$ cat src/rtl/cke_pkg.sv
package cke_pkg;
  typedef enum logic [1:0] {
    CK_ACTIVE  = 2'd0,
    CK_SUSPEND = 2'd1,
    CK_PDOWN   = 2'd2
  } ck_mode_e;
endpackage

$ cat src/rtl/cke_mode_fsm.sv
module cke_mode_fsm
  import cke_pkg::*;
(
  input  logic     clk_i,
  input  logic     rst_ni,
  input  logic     cke_i,
  input  logic     banks_idle_i,
  output ck_mode_e mode_o
);
  ck_mode_e mode_q, mode_d;

  always_comb begin
    mode_d = mode_q;
    if (cke_i) mode_d = CK_ACTIVE;
    else if (mode_q == CK_ACTIVE) mode_d = banks_idle_i ? CK_PDOWN : CK_SUSPEND;
  end

  always_ff @(posedge clk_i or negedge rst_ni) begin
    if (!rst_ni) mode_q <= CK_ACTIVE;
    else         mode_q <= mode_d;
  end

  assign mode_o = mode_q;

  p_enter_susp_r2: assert property (@(posedge clk_i) disable iff (!rst_ni)
    (mode_q == CK_ACTIVE && !cke_i && !banks_idle_i) |=> (mode_q == CK_SUSPEND));
  p_enter_pdown_r3: assert property (@(posedge clk_i) disable iff (!rst_ni)
    (mode_q == CK_ACTIVE && !cke_i && banks_idle_i) |=> (mode_q == CK_PDOWN));
  p_hold_low_r5: assert property (@(posedge clk_i) disable iff (!rst_ni)
    (mode_q != CK_ACTIVE && !cke_i) |=> $stable(mode_q));
  p_exit_r6: assert property (@(posedge clk_i) disable iff (!rst_ni)
    cke_i |=> (mode_q == CK_ACTIVE));
endmodule

$ cat src/rtl/cke_gate.sv
module cke_gate
  import cke_pkg::*;
#(
  parameter int unsigned      CMD_W   = 4,
  parameter logic [CMD_W-1:0] NOP_CMD = '1
) (
  input  logic             clk_i,
  input  logic             rst_ni,
  input  ck_mode_e         mode_i,
  input  logic             cke_i,
  input  logic [CMD_W-1:0] cmd_i,
  output logic             clk_en_o,
  output logic             ignore_o,
  output logic             freeze_o,
  output logic             suspend_o,
  output logic             pdown_o,
  output logic [CMD_W-1:0] cmd_o
);
  logic live;

  // entry edge still live (mode not yet changed); exit edge live via cke_i
  assign live      = (mode_i == CK_ACTIVE) | cke_i;
  assign clk_en_o  = live;
  assign ignore_o  = ~live;
  assign freeze_o  = (mode_i != CK_ACTIVE);
  assign suspend_o = (mode_i == CK_SUSPEND);
  assign pdown_o   = (mode_i == CK_PDOWN);
  assign cmd_o     = live ? cmd_i : NOP_CMD;

  p_ignore_low_r4: assert property (@(posedge clk_i) disable iff (!rst_ni)
    (freeze_o && !cke_i) |-> (ignore_o && cmd_o == NOP_CMD));
  p_excl_r7: assert property (@(posedge clk_i) disable iff (!rst_ni)
    $onehot0({suspend_o, pdown_o}));
  p_pass_active_r8: assert property (@(posedge clk_i) disable iff (!rst_ni)
    !freeze_o |-> (cmd_o == cmd_i && clk_en_o));
endmodule

$ cat src/rtl/cke_suspend_ctrl.sv
module cke_suspend_ctrl
  import cke_pkg::*;
#(
  parameter int unsigned      CMD_W   = 4,
  parameter logic [CMD_W-1:0] NOP_CMD = '1
) (
  input  logic             clk_i,
  input  logic             rst_ni,
  input  logic             cke_i,
  input  logic             banks_idle_i,
  input  logic [CMD_W-1:0] cmd_i,
  output logic             clk_en_o,
  output logic             freeze_o,
  output logic             ignore_o,
  output logic             suspend_o,
  output logic             pdown_o,
  output logic [CMD_W-1:0] cmd_o
);
  ck_mode_e mode;

  cke_mode_fsm u_fsm (
    .clk_i        (clk_i),
    .rst_ni       (rst_ni),
    .cke_i        (cke_i),
    .banks_idle_i (banks_idle_i),
    .mode_o       (mode)
  );

  cke_gate #(.CMD_W(CMD_W), .NOP_CMD(NOP_CMD)) u_gate (
    .clk_i     (clk_i),
    .rst_ni    (rst_ni),
    .mode_i    (mode),
    .cke_i     (cke_i),
    .cmd_i     (cmd_i),
    .clk_en_o  (clk_en_o),
    .ignore_o  (ignore_o),
    .freeze_o  (freeze_o),
    .suspend_o (suspend_o),
    .pdown_o   (pdown_o),
    .cmd_o     (cmd_o)
  );

  p_reset_state_r1: assert property (@(posedge clk_i) disable iff (!rst_ni)
    $rose(rst_ni) |-> (!suspend_o && !pdown_o));
endmodule

$ cat config.mk
export PLATFORM = sky130hd
export DESIGN_NAME = cke_suspend_ctrl
export DESIGN_NICKNAME = d
export VERILOG_FILES = /design/src/rtl/cke_pkg.sv /design/src/rtl/cke_mode_fsm.sv /design/src/rtl/cke_gate.sv /design/src/rtl/cke_suspend_ctrl.sv
export SDC_FILE = /design/constraint.sdc
export NUM_CORES = 1
export LEC_CHECK = 0
export BUFFER_PORTS_ARGS = -buffer_cell sky130_fd_sc_hd__buf_2
export CORE_AREA = 2 2 39 41
export DETAILED_ROUTE_END_ITERATION = 10
export DIE_AREA = 0 0 41 43
export MAX_ROUTING_LAYER = met4
export SLEW_MARGIN = 5
export SYNTH_ARGS = -nofsm -noshare
export SYNTH_HDL_FRONTEND = slang
export SYNTH_SLANG_ARGS = --single-unit
export TNS_END_PERCENT = 20
$ cat constraint.sdc
create_clock -name clk_i -period 0.8 [get_ports clk_i]
set_input_delay 0.08 -clock clk_i [delete_from_list [all_inputs] [get_ports clk_i]]
set_output_delay 0.08 -clock clk_i [all_outputs]
set_load 0.02 [all_outputs]
==> qor.log <==
[synth] share of the yosys chip area belonging to registers 0.351
[die] placement row count 14
[hold_path] number of instances on the worst hold path 2
[route] DRT iter0 DRCs 2
[global_route] maximum number of pins on one net before global-route repair 7
[synth] number of instances in the synthesized netlist 16
[place] final weighted congestion in routability-driven placement 0.611
[power_and_ir_drop] maximum resistive drop on vdd 421 µV
[worst_setup_path] internal reg-to-reg setup slack 0 ps
[layout] max reg flops 2
[clocking] CTS tree yes
[timing] fraction of the cycle the final worst path needs 1.45
[clocking] number of H-tree levels 1
[synth] average size of a mapped cell 8.91 µm²
[timing] RSZ-0062 raised after global routing yes
[route] Routed WL per cell 7.58 µm
[die] die area 1760 µm²
[layout] antenna diode count 0
[synth] post-synthesis register bit count 2
[route] total number of vias 162
[timing] clk_skew 0.243 ps
[layout] leading cell type in the layout, fill and taps excluded sky130_fd_sc_hd__buf_2
[worst_setup_path] CP Max Fanout 6
[worst_setup_path] launch instance of the worst register-to-register path u_fsm.mode_o[0]
[route] post-detailed-route count of antenna-violating nets 0
[global_route] global route total overflow 0
[die] die height 43 µm
[synth] most area-hungry cell type in the Yosys netlist sky130_fd_sc_hd__dfrtp_1
[layout] count of nets after finishing 46
[clocking] clock root cell sky130_fd_sc_hd__clkbuf_4
[clocking] Clk Latency, worst-skew pair 220 ps
[worst_setup_path] number of cells on the worst reg-to-reg path 2
[synth] net count of the mapped netlist 24
[synth] Netlist Area Pre-Place 143 µm²
[global_route] first-pass GRT wire length 565 µm
[global_route] vias in the first global route 148
[die] area of the placeable core 1380 µm²
[place] Post-DP Area 243 µm²
[layout] leading cell types in the layout, fill and taps excluded sky130_fd_sc_hd__buf_2, sky130_fd_sc_hd__nand2b_1, sky130_fd_sc_hd__clkbuf_4, sky130_fd_sc_hd__buf_6
[hold_path] worst min-delay path endpoint u_fsm.mode_o[0]
[worst_setup_path] CP startpoint kind register
[timing] achievable frequency 862 MHz
[die] Initial Utilization 0.103
[timing] setup ws final -360 ps
[route] via density per instance 3.12
[run_status] violated checks setup timing
[clocking] CTS Buf Count 3
[synth] YS warnings 0
[global_route] overall global routing resource usage 0.0576
[synth] cells taking the most area after synthesis sky130_fd_sc_hd__dfrtp_1, sky130_fd_sc_hd__nand2b_1, sky130_fd_sc_hd__o21bai_4, sky130_fd_sc_hd__o21ba_1, sky130_fd_sc_hd__inv_1
[timing] worst max-slew margin expressed relative to the limit 0.875
[layout] area growth from synthesis to final layout 111%
[synth] top-area cell type share of the netlist area 0.351
[worst_setup_path] Critical Path AT 1080 ps
[route] count of unresolved DRC violations after routing 0
[worst_setup_path] r2r endpoint u_fsm.mode_o[0]
[worst_setup_path] critical path data required time 720 ps
[run_status] outcome finished, violations left
[clocking] Clock transition at path regs 30 ps
[timing] max-slew violation total from the final report 0
[global_route] antenna violations before repair 0
[route] iteration count of the initial detailed-routing pass 2
[power_and_ir_drop] PD cells 1750 nW/µm²
[die] I/O pin count 17
[clocking] worst-case clock buffer depth 2
[synth] count of unique library cells instantiated by Yosys 9
[power_and_ir_drop] leakage 0.163 nW
[timing] minimum hold slack 39.0 ps
[place] count of port buffers added during placement 16
[timing] number of hold violations in the final report 0
[layout] post-route standard cell area excluding fillers 300 µm²
[place] HPWL reported at the end of detailed placement 324 µm
[timing] actual slew at the worst max-slew pin 188 ps
[worst_setup_path] CP Capture Type output pin
[run] number of max-cap violations 0
[hold_path] Hold WC Path Type in2reg
[timing] minimum clock period 1160 ps
[timing] final setup violating endpoints 10
[route] aggregate routed wire length 394 µm
[clocking] number of clock sinks seen by CTS 2
[worst_setup_path] WS Path Type reg2out
[die] chip width 41 µm
[hold_path] source of the worst hold timing path cke_i
[power_and_ir_drop] overall power of the completed layout 0.527 mW
[layout] share of layout cells above drive strength 1 0.583
[synthesized netlist by cell type]
master and instances:
sky130_fd_sc_hd__nand2b_1 5, sky130_fd_sc_hd__dfrtp_1 2, sky130_fd_sc_hd__inv_1 2, sky130_fd_sc_hd__nor2_1 2
sky130_fd_sc_hd__a21oi_1 1, sky130_fd_sc_hd__nor2b_1 1, sky130_fd_sc_hd__o21ba_1 1, sky130_fd_sc_hd__o21bai_4 1
sky130_fd_sc_hd__or2_1 1
[area by class of cell]
cell class	instances	area (µm²)
clock buffer	3	22.5
fill	157	1080
inverter	2	7.51
multi-input combinational	12	85.1
sequential	2	51.3
tap	16	20.0
timing repair buffer	17	114
[how the worst max path moves through the flow]
| stage | depth (start not counted) | endpoint | start |
|---|---|---|---|
| 2_1_floorplan | 2 | cmd_o[0] | u_fsm.mode_o[0] |
| 6_report | 3 | cmd_o[0] | u_fsm.mode_o[0] |
| 3_5_place_dp | 3 | cmd_o[0] | u_fsm.mode_o[0] |
| 5_1_grt | 3 | cmd_o[3] | u_fsm.mode_o[0] |
| 3_3_place_gp | 3 | cmd_o[0] | u_fsm.mode_o[0] |
| 4_1_cts | 3 | cmd_o[3] | u_fsm.mode_o[1] |
[kinds of logic after synthesis]
group,Yosys count,share of synthesized area
buffers and inverters,2,0.0527
AO/OA/AOI/OAI,3,0.237
flip-flops,2,0.351
AND/OR/NAND/NOR,9,0.360
[report_power, final]
group          internal [mW]  switching [mW]
logic                 0.0884          0.0939
registers              0.111          0.0136
clock network          0.165          0.0547
total                  0.365           0.162
[metal layers]
metal	vias to the layer above	GRT usage	share of wire	wire length [µm]
met1	64	0.0609	0.40	157
li1	91	-	-	-
met3	0	0.0314	0.12	46
met4	0	0.0800	0	0
met2	7	0.0594	0.48	190
met5	-	-	0	0
[critical path: stages, from the launching register on]
cell and delay (ps):
sky130_fd_sc_hd__dfrtp_2 430, sky130_fd_sc_hd__o21bai_4 200, sky130_fd_sc_hd__nand2b_1 90, sky130_fd_sc_hd__buf_6 130
[per-stage QoR]
step / std cells / utilization / setup slack, ps / setup TNS [ps]
2_1_floorplan: 16 / - / -150 / -808
3_3_place_gp: 48 / 0.175 / -125 / -821
3_5_place_dp: 48 / 0.175 / -141 / -948
4_1_cts: 52 / 0.212 / -385 / -3130
5_1_grt: 52 / 0.217 / -434 / -3490
6_report: 52 / 0.217 / -360 / -2880
[repair_timing]
item,CTS,global route
pin swaps,1,2
setup buffers,0,0
endpoints found under the setup margin,11,11
hold buffers,1,0
endpoints found under the hold margin,2,0
resized for setup,6,3
cloned,0,0
Power figures use the tool's default switching activity.
